### src/rtl/bpr_pkg.sv
package bpr_pkg;

  localparam int BP_W   = 3;
  localparam int PRIO_W = 8;

  typedef logic [BP_W-1:0]   bp_t;
  typedef logic [PRIO_W-1:0] prio_mask_t;

  // Source feeding the read data path
  typedef enum logic [1:0] {
    RD_NONE    = 2'd0,
    RD_BP0     = 2'd1,
    RD_BP1     = 2'd2,
    RD_BP0_INC = 2'd3
  } rd_src_e;

  typedef struct packed {
    logic    wr_g0;
    logic    wr_g1;
    rd_src_e rd_src;
  } route_t;

  // Raise a requested value to the field floor
  function automatic bp_t bp_clamp(input bp_t val, input bp_t floor_v);
    return (val < floor_v) ? floor_v : val;
  endfunction

  // Add one, holding at the all-ones value
  function automatic bp_t bp_sat_inc(input bp_t val);
    return (val == {BP_W{1'b1}}) ? val : bp_t'(val + 1'b1);
  endfunction

  // Keep priority bits at and above position bp+offset
  function automatic prio_mask_t grp_mask(input bp_t bp, input int offset);
    int sh;
    sh = int'(bp) + offset;
    if (sh >= PRIO_W) return '0;
    return prio_mask_t'({PRIO_W{1'b1}} << sh);
  endfunction

endpackage

### src/rtl/bpr_route.sv
module bpr_route
  import bpr_pkg::*;
(
  input  logic   wr_en,
  input  logic   rd_en,
  input  logic   sel_grp1,
  input  logic   secure,
  input  logic   common_mode,
  output route_t route
);

  always_comb begin
    route.wr_g0  = 1'b0;
    route.wr_g1  = 1'b0;
    route.rd_src = RD_NONE;
    if (!sel_grp1) begin
      route.wr_g0 = wr_en;
      if (rd_en) route.rd_src = RD_BP0;
    end else if (!common_mode) begin
      route.wr_g1 = wr_en;
      if (rd_en) route.rd_src = RD_BP1;
    end else if (secure) begin
      // common mode, secure: redirected to group 0
      route.wr_g0 = wr_en;
      if (rd_en) route.rd_src = RD_BP0;
    end else begin
      // common mode, non-secure: write dropped, read derived
      if (rd_en) route.rd_src = RD_BP0_INC;
    end
  end

endmodule

### src/rtl/bpr_field.sv
module bpr_field
  import bpr_pkg::*;
#(
  parameter int MIN_VAL = 0
) (
  input  logic clk,
  input  logic rst_n,
  input  logic wr_en,
  input  bp_t  wr_val,
  output bp_t  value
);

  localparam bp_t FLOOR = bp_t'(MIN_VAL);

  always_ff @(posedge clk or negedge rst_n) begin
    if (!rst_n)     value <= FLOOR;
    else if (wr_en) value <= bp_clamp(wr_val, FLOOR);
  end

endmodule

### src/rtl/bpr_mask_gen.sv
module bpr_mask_gen
  import bpr_pkg::*;
#(
  parameter int OFFSET = 0
) (
  input  bp_t        bp,
  output prio_mask_t mask
);

  assign mask = grp_mask(bp, OFFSET);

endmodule

### src/rtl/bpr_unit.sv
module bpr_unit
  import bpr_pkg::*;
#(
  parameter int DATA_W  = 32,
  parameter int MIN_BP0 = 0
) (
  input  logic              clk,
  input  logic              rst_n,
  input  logic              common_mode,
  input  logic              wr_en,
  input  logic              rd_en,
  input  logic              sel_grp1,
  input  logic              secure,
  input  logic [DATA_W-1:0] wdata,
  output logic [DATA_W-1:0] rdata,
  output logic [BP_W-1:0]   bp0_out,
  output logic [BP_W-1:0]   bp1_out,
  output logic [PRIO_W-1:0] mask0,
  output logic [PRIO_W-1:0] mask1
);

  localparam int MIN_BP1 = MIN_BP0 + 1;

  route_t route;
  bp_t    wr_val;
  bp_t    bp0_q;
  bp_t    bp1_q;
  bp_t    bp0_inc;
  bp_t    bp1_eff;
  bp_t    rd_val;
  logic   unused_wdata_hi;

  assign wr_val          = wdata[BP_W-1:0];
  assign unused_wdata_hi = ^wdata[DATA_W-1:BP_W];

  bpr_route u_route (
    .wr_en       (wr_en),
    .rd_en       (rd_en),
    .sel_grp1    (sel_grp1),
    .secure      (secure),
    .common_mode (common_mode),
    .route       (route)
  );

  bpr_field #(.MIN_VAL(MIN_BP0)) u_field0 (
    .clk    (clk),
    .rst_n  (rst_n),
    .wr_en  (route.wr_g0),
    .wr_val (wr_val),
    .value  (bp0_q)
  );

  bpr_field #(.MIN_VAL(MIN_BP1)) u_field1 (
    .clk    (clk),
    .rst_n  (rst_n),
    .wr_en  (route.wr_g1),
    .wr_val (wr_val),
    .value  (bp1_q)
  );

  assign bp0_inc = bp_sat_inc(bp0_q);
  assign bp1_eff = common_mode ? bp0_inc : bp1_q;

  always_comb begin
    unique case (route.rd_src)
      RD_BP0:     rd_val = bp0_q;
      RD_BP1:     rd_val = bp1_q;
      RD_BP0_INC: rd_val = bp0_inc;
      default:    rd_val = '0;
    endcase
  end

  assign rdata   = {{(DATA_W-BP_W){1'b0}}, rd_val};
  assign bp0_out = bp0_q;
  assign bp1_out = bp1_eff;

  // Group 0 keeps one fewer bit than its binary point; group 1 keeps bp itself
  for (genvar g = 0; g < 2; g++) begin : g_mask
    bp_t        src;
    prio_mask_t m;
    assign src = (g == 0) ? bp0_q : bp1_eff;
    bpr_mask_gen #(.OFFSET(g == 0 ? 1 : 0)) u_mask (
      .bp   (src),
      .mask (m)
    );
  end

  assign mask0 = g_mask[0].m;
  assign mask1 = g_mask[1].m;

endmodule

### config.mk
export PLATFORM = sky130hd
export DESIGN_NAME = bpr_unit
export DESIGN_NICKNAME = d
export VERILOG_FILES = /design/src/rtl/bpr_pkg.sv /design/src/rtl/bpr_route.sv /design/src/rtl/bpr_field.sv /design/src/rtl/bpr_mask_gen.sv /design/src/rtl/bpr_unit.sv
export SDC_FILE = /design/constraint.sdc
export NUM_CORES = 1
export LEC_CHECK = 0
export ABC_AREA = 1
export ABC_CLOCK_PERIOD_IN_PS = 1500
export BUFFER_PORTS_ARGS = -buffer_cell sky130_fd_sc_hd__buf_4
export CORE_ASPECT_RATIO = 0.5
export CORE_MARGIN = 2
export CORE_UTILIZATION = 32
export CTS_CLUSTER_SIZE = 8
export DETAILED_ROUTE_END_ITERATION = 8
export GPL_ROUTABILITY_DRIVEN = 0
export PLACE_DENSITY_LB_ADDON = 0.3
export SYNTH_ARGS = -nofsm -noshare
export SYNTH_HDL_FRONTEND = slang
export SYNTH_HIERARCHICAL = 1
export SYNTH_SLANG_ARGS = --single-unit
### constraint.sdc
create_clock -name clk -period 1.5 [get_ports clk]
set_input_delay 0.3 -clock clk [delete_from_list [all_inputs] [get_ports clk]]
set_output_delay 0.3 -clock clk [all_outputs]
set_load 0.02 [all_outputs]
== Word level (Yosys, flattened, before mapping) ==
Cells that the tools add are included.

* Bits in registers: 6
* Input port bits: 39
* Output and inout bits: 54
* Logic and storage cells: 36

* $add $sub $neg: 2
* $lt $le $gt $ge: 4
* Eq/ne operators: 4
* Shift operators: 2
* Mux-type cells: 22

{| class="wikitable"
|+ Operators by type and width
! operator !! number
|-
| >= comparator 32 x 5 -> 1 bit, second input constant || 1
|-
| 2-to-1 mux 8 bit || 4
|-
| left shift 8 x 32 -> 8 bit, first input constant || 1
|-
| 2-to-1 mux 3 bit || 4
|-
| 2-to-1 mux 2 bit || 5
|-
| one-hot mux 3 bit (3 select lines) || 1
|-
| 2-to-1 mux 1 bit || 8
|-
| left shift 8 x 3 -> 8 bit, first input constant || 1
|-
| < comparator 3 x 1 -> 1 bit, second input constant || 2
|-
| adder 3 x 1 -> 4 bit, second input constant || 1
|-
| equality test 2 bit, second input constant || 2
|-
| >= comparator 3 x 4 -> 1 bit, second input constant || 1
|-
| adder 3 x 1 -> 3 bit, second input constant || 1
|-
| equality test 3 bit, second input constant || 1
|-
| equality test 2 x 1 -> 1 bit, second input constant || 1
|}

== Depth between registers and ports, before layout ==
* Depth after elaboration: 6
* Depth in mapped cells: 8
* Mapped depth without buffers: 8

== Hierarchy ==
Netlist, hierarchy kept.

{| class="wikitable"
|+ Modules (own cells, without submodules)
! module !! times used !! cells each !! area an instance (µm²) !! sequential area each (µm²)
|-
| bpr_unit || 1 || 70 || 399.1 || 0.0
|-
| bpr_mask_gen at g_mask[0].u_mask || 1 || 29 || 157.7 || 0.0
|-
| bpr_field at u_field1 || 1 || 14 || 122.6 || 76.3
|-
| bpr_field at u_field0 || 1 || 13 || 112.6 || 75.1
|-
| bpr_mask_gen at g_mask[1].u_mask || 1 || 11 || 51.3 || 0.0
|-
| bpr_route || 1 || 11 || 43.8 || 0.0
|}

== Worst setup path after synthesis ==
No wires, ideal clock.

* Path kind: register to output
* Start point: register u_field0.value[0]
* End point: output mask1[0]
* Arrival: 1.845 ns
* Required time: 1.200 ns
* Setup slack: -0.645 ns
* Cell stages (with the launch flop): 8
* Buffers on the path: 0
* Path through: dfrtp_1 ha_1 or2_1 nand2_1 nand2_1 inv_2 nand2_2 nor2_1

* Cells in the longest elaborated chain, start to end: 6
* Elaborated cells between the ends (all ways): 8
* Those cells by class: add/sub: 1; order compare: 1; eq/ne: 1; shift: 1; mux: 4

{| class="wikitable"
|+ Ends and longest elaborated chain
! item !! line !! source
|-
| start, declared || bpr_field.sv:10 || <nowiki>output bp_t value</nowiki>
|-
| start signal, assigned || bpr_field.sv:17 || <nowiki>else if (wr_en) value <= bp_clamp(wr_val, FLOOR);</nowiki>
|-
| adder 3 x 1 -> 3 bit or equality test 3 bit (tied branches) || bpr_pkg.sv:30 || <nowiki>return (val == {BP_W{1'b1}}) ? val : bp_t'(val + 1'b1);</nowiki>
|-
| 2-to-1 mux 3 bit (*) || bpr_pkg.sv:30 ||
|-
| 2-to-1 mux 3 bit (*) || bpr_unit.sv:62 || <nowiki>assign bp1_eff = common_mode ? bp0_inc : bp1_q;</nowiki>
|-
| named net bp1_out[2] || bpr_unit.sv:17 || <nowiki>output logic [BP_W-1:0] bp1_out,</nowiki>
|-
| >= comparator 3 x 4 -> 1 bit || bpr_pkg.sv:37 || <nowiki>if (sh >= PRIO_W) return '0;</nowiki>
|-
| 2-to-1 mux 1 bit || bpr_pkg.sv:37 ||
|-
| 2-to-1 mux 8 bit (*) || bpr_pkg.sv:38 || <nowiki>return prio_mask_t'({PRIO_W{1'b1}} << sh);</nowiki>
|-
| end, declared || bpr_unit.sv:19 || <nowiki>output logic [PRIO_W-1:0] mask1</nowiki>
|}

Mark *: on every way through the listed nets, which the timed path passes. The rest lies on a longest branch.

== Worst setup path after layout ==
* Start point: register u_field0.value[1]
* End point: output mask1[0]

* Cells in the longest elaborated chain, start to end: 6
* Elaborated cells between the ends (all ways): 8
* Those cells by class: add/sub: 1; order compare: 1; eq/ne: 1; shift: 1; mux: 4

{| class="wikitable"
|+ Ends and longest elaborated chain
! item !! line
|-
| adder 3 x 1 -> 3 bit or equality test 3 bit (tied branches) || bpr_pkg.sv:30
|-
| 2-to-1 mux 3 bit (*) || bpr_pkg.sv:30
|-
| 2-to-1 mux 3 bit (*) || bpr_unit.sv:62
|-
| >= comparator 3 x 4 -> 1 bit || bpr_pkg.sv:37
|-
| 2-to-1 mux 1 bit || bpr_pkg.sv:37
|-
| 2-to-1 mux 8 bit (*) || bpr_pkg.sv:38
|}

Every way passes the cells marked *; elsewhere a longest branch is shown, timed or not.

==> flow_metrics.py <==
metrics = {
    "worst_setup_path": {
        "cp.arrival_ps": 1610,
        "worst_path_dominant_cell_family": "simple AND/OR/NAND/NOR gates",
        "critical_path.endpoint_type": "primary output",
        "critical-path-top-cell-by-count": "sky130_fd_sc_hd__nand2_4",
        "r2r-end": "u_field0/value[2]",
        "timing.critical_path.from_type": "register",
        "critical_path_class": "register to primary output",
        "slack_of_the_worst_reg_to_reg_path_ps": 620,
        "ff2ff_path_depth": 3,
        "crit_path_max_fanout": 6,
        "timing.critical_path.buf_inv": 2,
        "r2r_path_start": "u_field0/value[2]",
        "worst_path_largest_cell_delay_ps": 470,
        "required_time_at_the_worst_slack_endpoint_ps": 1200,
        "cp_slowest_cell": "sky130_fd_sc_hd__dfrtp_2",
        "timing.critical_path.cells": "ha_4 > or2_4 > nand2_4 > nand2_4 > clkinv_4 > nand2_4 > nor2_4 > buf_6",
    },
    "drt": {
        "post_drt_wl_per_cell_um": 9.236,
        "drt_drc_violations_left": 0,
        "drtIter0Drc": 23,
        "via_per_inst": 3.926,
        "routed-via-count": 950,
        "detail_route.first_pass.iterations": 4,
        "routed_wirelength_mm": 2.235,
        "drt.antenna.violating_nets": 0,
    },
    "run_status": {
        "failing_checks": "setup timing",
        "run_status": "finished with violations",
    },
    "power_and_ir_drop": {
        "power-per-cell-area_mw_per_mm2": 1011,
        "leakagePower_nw": 0.8788,
        "power.ir.vdd_worst_v": 0.0005164,
        "report.power.total_mw": 1.601,
    },
    "logic_synthesis": {
        "yosys_register_bits": 6,
        "number_of_warnings_reported_in_the_yosys_synthesis_log": 6,
        "synth_sequential_area_ratio_pct": 17.07,
        "post_synth_inst_count": 148,
        "synth_top_cell_area_share_pct": 25.39,
        "synth_area_leaders": "sky130_fd_sc_hd__buf_4 25%, sky130_fd_sc_hd__nand2_1 18%, sky130_fd_sc_hd__dfrtp_1 14%, sky130_fd_sc_hd__inv_1 13%, sky130_fd_sc_hd__nand3_1 9.0%",
        "synth_cell_type_count": 16,
        "syn-cell-area_sq_um": 887.1,
        "avgSynthCellArea_sq_um": 5.994,
        "yosys.area.top_type": "sky130_fd_sc_hd__buf_4",
    },
    "min_path": {
        "worstHoldStart": "wdata[1]",
        "hold_end": "u_field0/value[1]",
        "timing.hold.worst_path_depth": 3,
        "worstHoldPathType": "input port to register",
    },
    "place": {
        "post_placement_worst_setup_slack_ps": -199.2,
        "io_buffers": 33,
        "dpl.cell_count": 230,
        "hpwl_mm": 1.550,
        "dpl-instance-area_sq_mm": 0.001269,
    },
    "timing": {
        "layout_setup_ws_ps": -410.8,
        "timing.hold.ws_ps": 293.5,
        "timing.final.max_slew_violations": 0,
        "tns_ps": -6123,
        "grt_setup_unrepaired": "yes",
        "layout_min_cycle_time_ps": 1911,
        "fmaxAchievable_ghz": 0.5233,
        "final.setup_skew_ps": 0,
        "layout_worst_path_cycle_share_pct": 127.4,
        "report.final.hold_viol_count": 0,
        "finalSetupViolations": 22,
    },
    "floorplan": {
        "height_of_the_chip_um": 41.23,
        "floorplan.die_area_sq_mm": 0.003235,
        "ios": 93,
        "die-width_um": 78.46,
        "core-area_sq_mm": 0.002619,
        "floorplan.rows": 13,
        "initial_utilization_pct": 33.87,
    },
    "finish": {
        "syn2layout_area_growth_pct": 78.56,
        "fillerInstances": 235,
        "nNetsFinal": 250,
        "utilization_pct": 60.49,
        "final_cell_area_sq_mm": 0.001584,
        "drive_above_1_share_pct": 52.68,
        "antenna-diode-count": 0,
        "final-instance-count-excl-fill": 242,
    },
    "clock_tree": {
        "deepest_clock_path_buffer_count": 2,
        "cts_sinks": 6,
        "cts_tree": "done",
        "tritoncts.num_buffers": 3,
        "cts.htree.levels": 1,
        "clk_pin_slew_ps": 40,
        "ctsRootBufferMaster": "sky130_fd_sc_hd__clkbuf_8",
        "clk_latency_ps": 220,
    },
    "grt": {
        "grt_util_all_layers_pct": 11.69,
        "gr-total-overflow": 0,
        "number_of_antenna_violations_at_the_first_check_in_global_routing": 0,
        "first_global_vias": 681,
        "grt_first_pass_wirelength_mm": 2.898,
        "pin_count_of_the_biggest_net_entering_global_routing": 9,
    },
    "flow_run": {
        "maxCapViolCount": 0,
    },
}
-- flip-flops by register name, indices dropped and copies added, names as in the netlist --
signal          cells
u_field1/value      3
u_field0/value      3
-- worst register-to-register path: stages, from the launching register on --
cell and delay [ps]:
sky130_fd_sc_hd__dfrtp_1 460, sky130_fd_sc_hd__buf_4 200, sky130_fd_sc_hd__nand2_1 60, sky130_fd_sc_hd__nand2_1 40
-- worst max-delay path by stage --
stage	endpoint	from	slack, ps	cells past startpoint
final	mask1[0]	u_field0/value[1]	-410	8
after global routing	mask1[4]	u_field0/value[0]	-460	8
after CTS	mask0[6]	u_field0/value[1]	-420	8
after detailed placement	mask1[0]	u_field0/value[1]	-200	9
after global placement	mask1[0]	u_field0/value[0]	-190	9
after floorplan	mask1[0]	u_field0/value[1]	-240	7
-- cells in the mapped netlist, drive strengths merged --
cell type,count
a21oi,3
buf,30
conb,2
dfrtp,5
dfstp,1
ha,5
inv,33
nand2,44
nand3,17
nor2,4
o21ai,3
or2,1
-- cells in the final DEF (no fill, tap or decap), types with 2 or more instances in the layout --
cell type | synthesis | layout
sky130_fd_sc_hd__nand2_1 | 43 | 28
sky130_fd_sc_hd__nand3_1 | 16 | 11
sky130_fd_sc_hd__o21ai_1 | 2 | 2
sky130_fd_sc_hd__inv_2 | 3 | 13
sky130_fd_sc_hd__nand2_2 | 1 | 11
sky130_fd_sc_hd__inv_4 | 0 | 2
sky130_fd_sc_hd__nor2_1 | 4 | 2
sky130_fd_sc_hd__clkbuf_8 | 0 | 3
sky130_fd_sc_hd__buf_4 | 30 | 31
sky130_fd_sc_hd__dfrtp_2 | 0 | 2
sky130_fd_sc_hd__dfrtp_1 | 5 | 3
sky130_fd_sc_hd__ha_4 | 0 | 4
sky130_fd_sc_hd__nand3_4 | 1 | 3
sky130_fd_sc_hd__nand3_2 | 0 | 3
sky130_fd_sc_hd__conb_1 | 2 | 30
sky130_fd_sc_hd__inv_1 | 30 | 17
sky130_fd_sc_hd__nand2_4 | 0 | 4
sky130_fd_sc_hd__a21oi_1 | 3 | 2
sky130_fd_sc_hd__buf_6 | 0 | 21
-- what timing repair did --
| item | 4_1_cts | 5_1_grt |
|---|---|---|
| buffers inserted | 1 | 6 |
| pin swaps | 3 | 10 |
| endpoints found under the setup margin | 20 | 20 |
| gates resized for setup | 18 | 40 |
| endpoints found under the hold margin | 5 | 0 |
| hold buffers | 1 | 0 |
-- power by group --
group | internal [mW] | leakage (nW) | switching, mW | total, mW
clock network | 0.183 | 0.0228 | 0.0724 | 0.255
logic | 0.513 | 0.786 | 0.594 | 1.11
registers | 0.194 | 0.0701 | 0.0449 | 0.239
total | 0.889 | 0.879 | 0.712 | 1.60
-- metal layers --
layer  share of wire [%]  up-vias  track usage, %
met5                   0        -               0
met2                  51       36           20.91
met4                   0        0           5.263
met1                  44      423           15.40
li1                    -      491               -
met3                 5.3        0          0.6608
-- layout make-up --
cell class / instances / area [sq um] / share of cell area (%)
Multi-Input combinational cell: 107 / 690.7 / 43.60
Timing Repair Buffer: 55 / 514.2 / 32.46
Sequential cell: 6 / 153.9 / 9.716
Inverter: 33 / 133.9 / 8.452
Tap cell: 37 / 46.29 / 2.923
Clock buffer: 4 / 45.04 / 2.844
-- cell families (layout without fill, tap and decap cells) --
group                      Yosys count  in the layout  synth area share [%]
adders and majority gates            5              5                 7.052
AOI/OAI and AO/OA                    6              6                 3.384
buffers and inverters               63             92                 39.35
DFF                                  6              6                 17.07
other                                2             30                0.8466
and+or+nand+nor                     66             66                 32.30
Note: power is estimated with default switching activity, not from simulation.
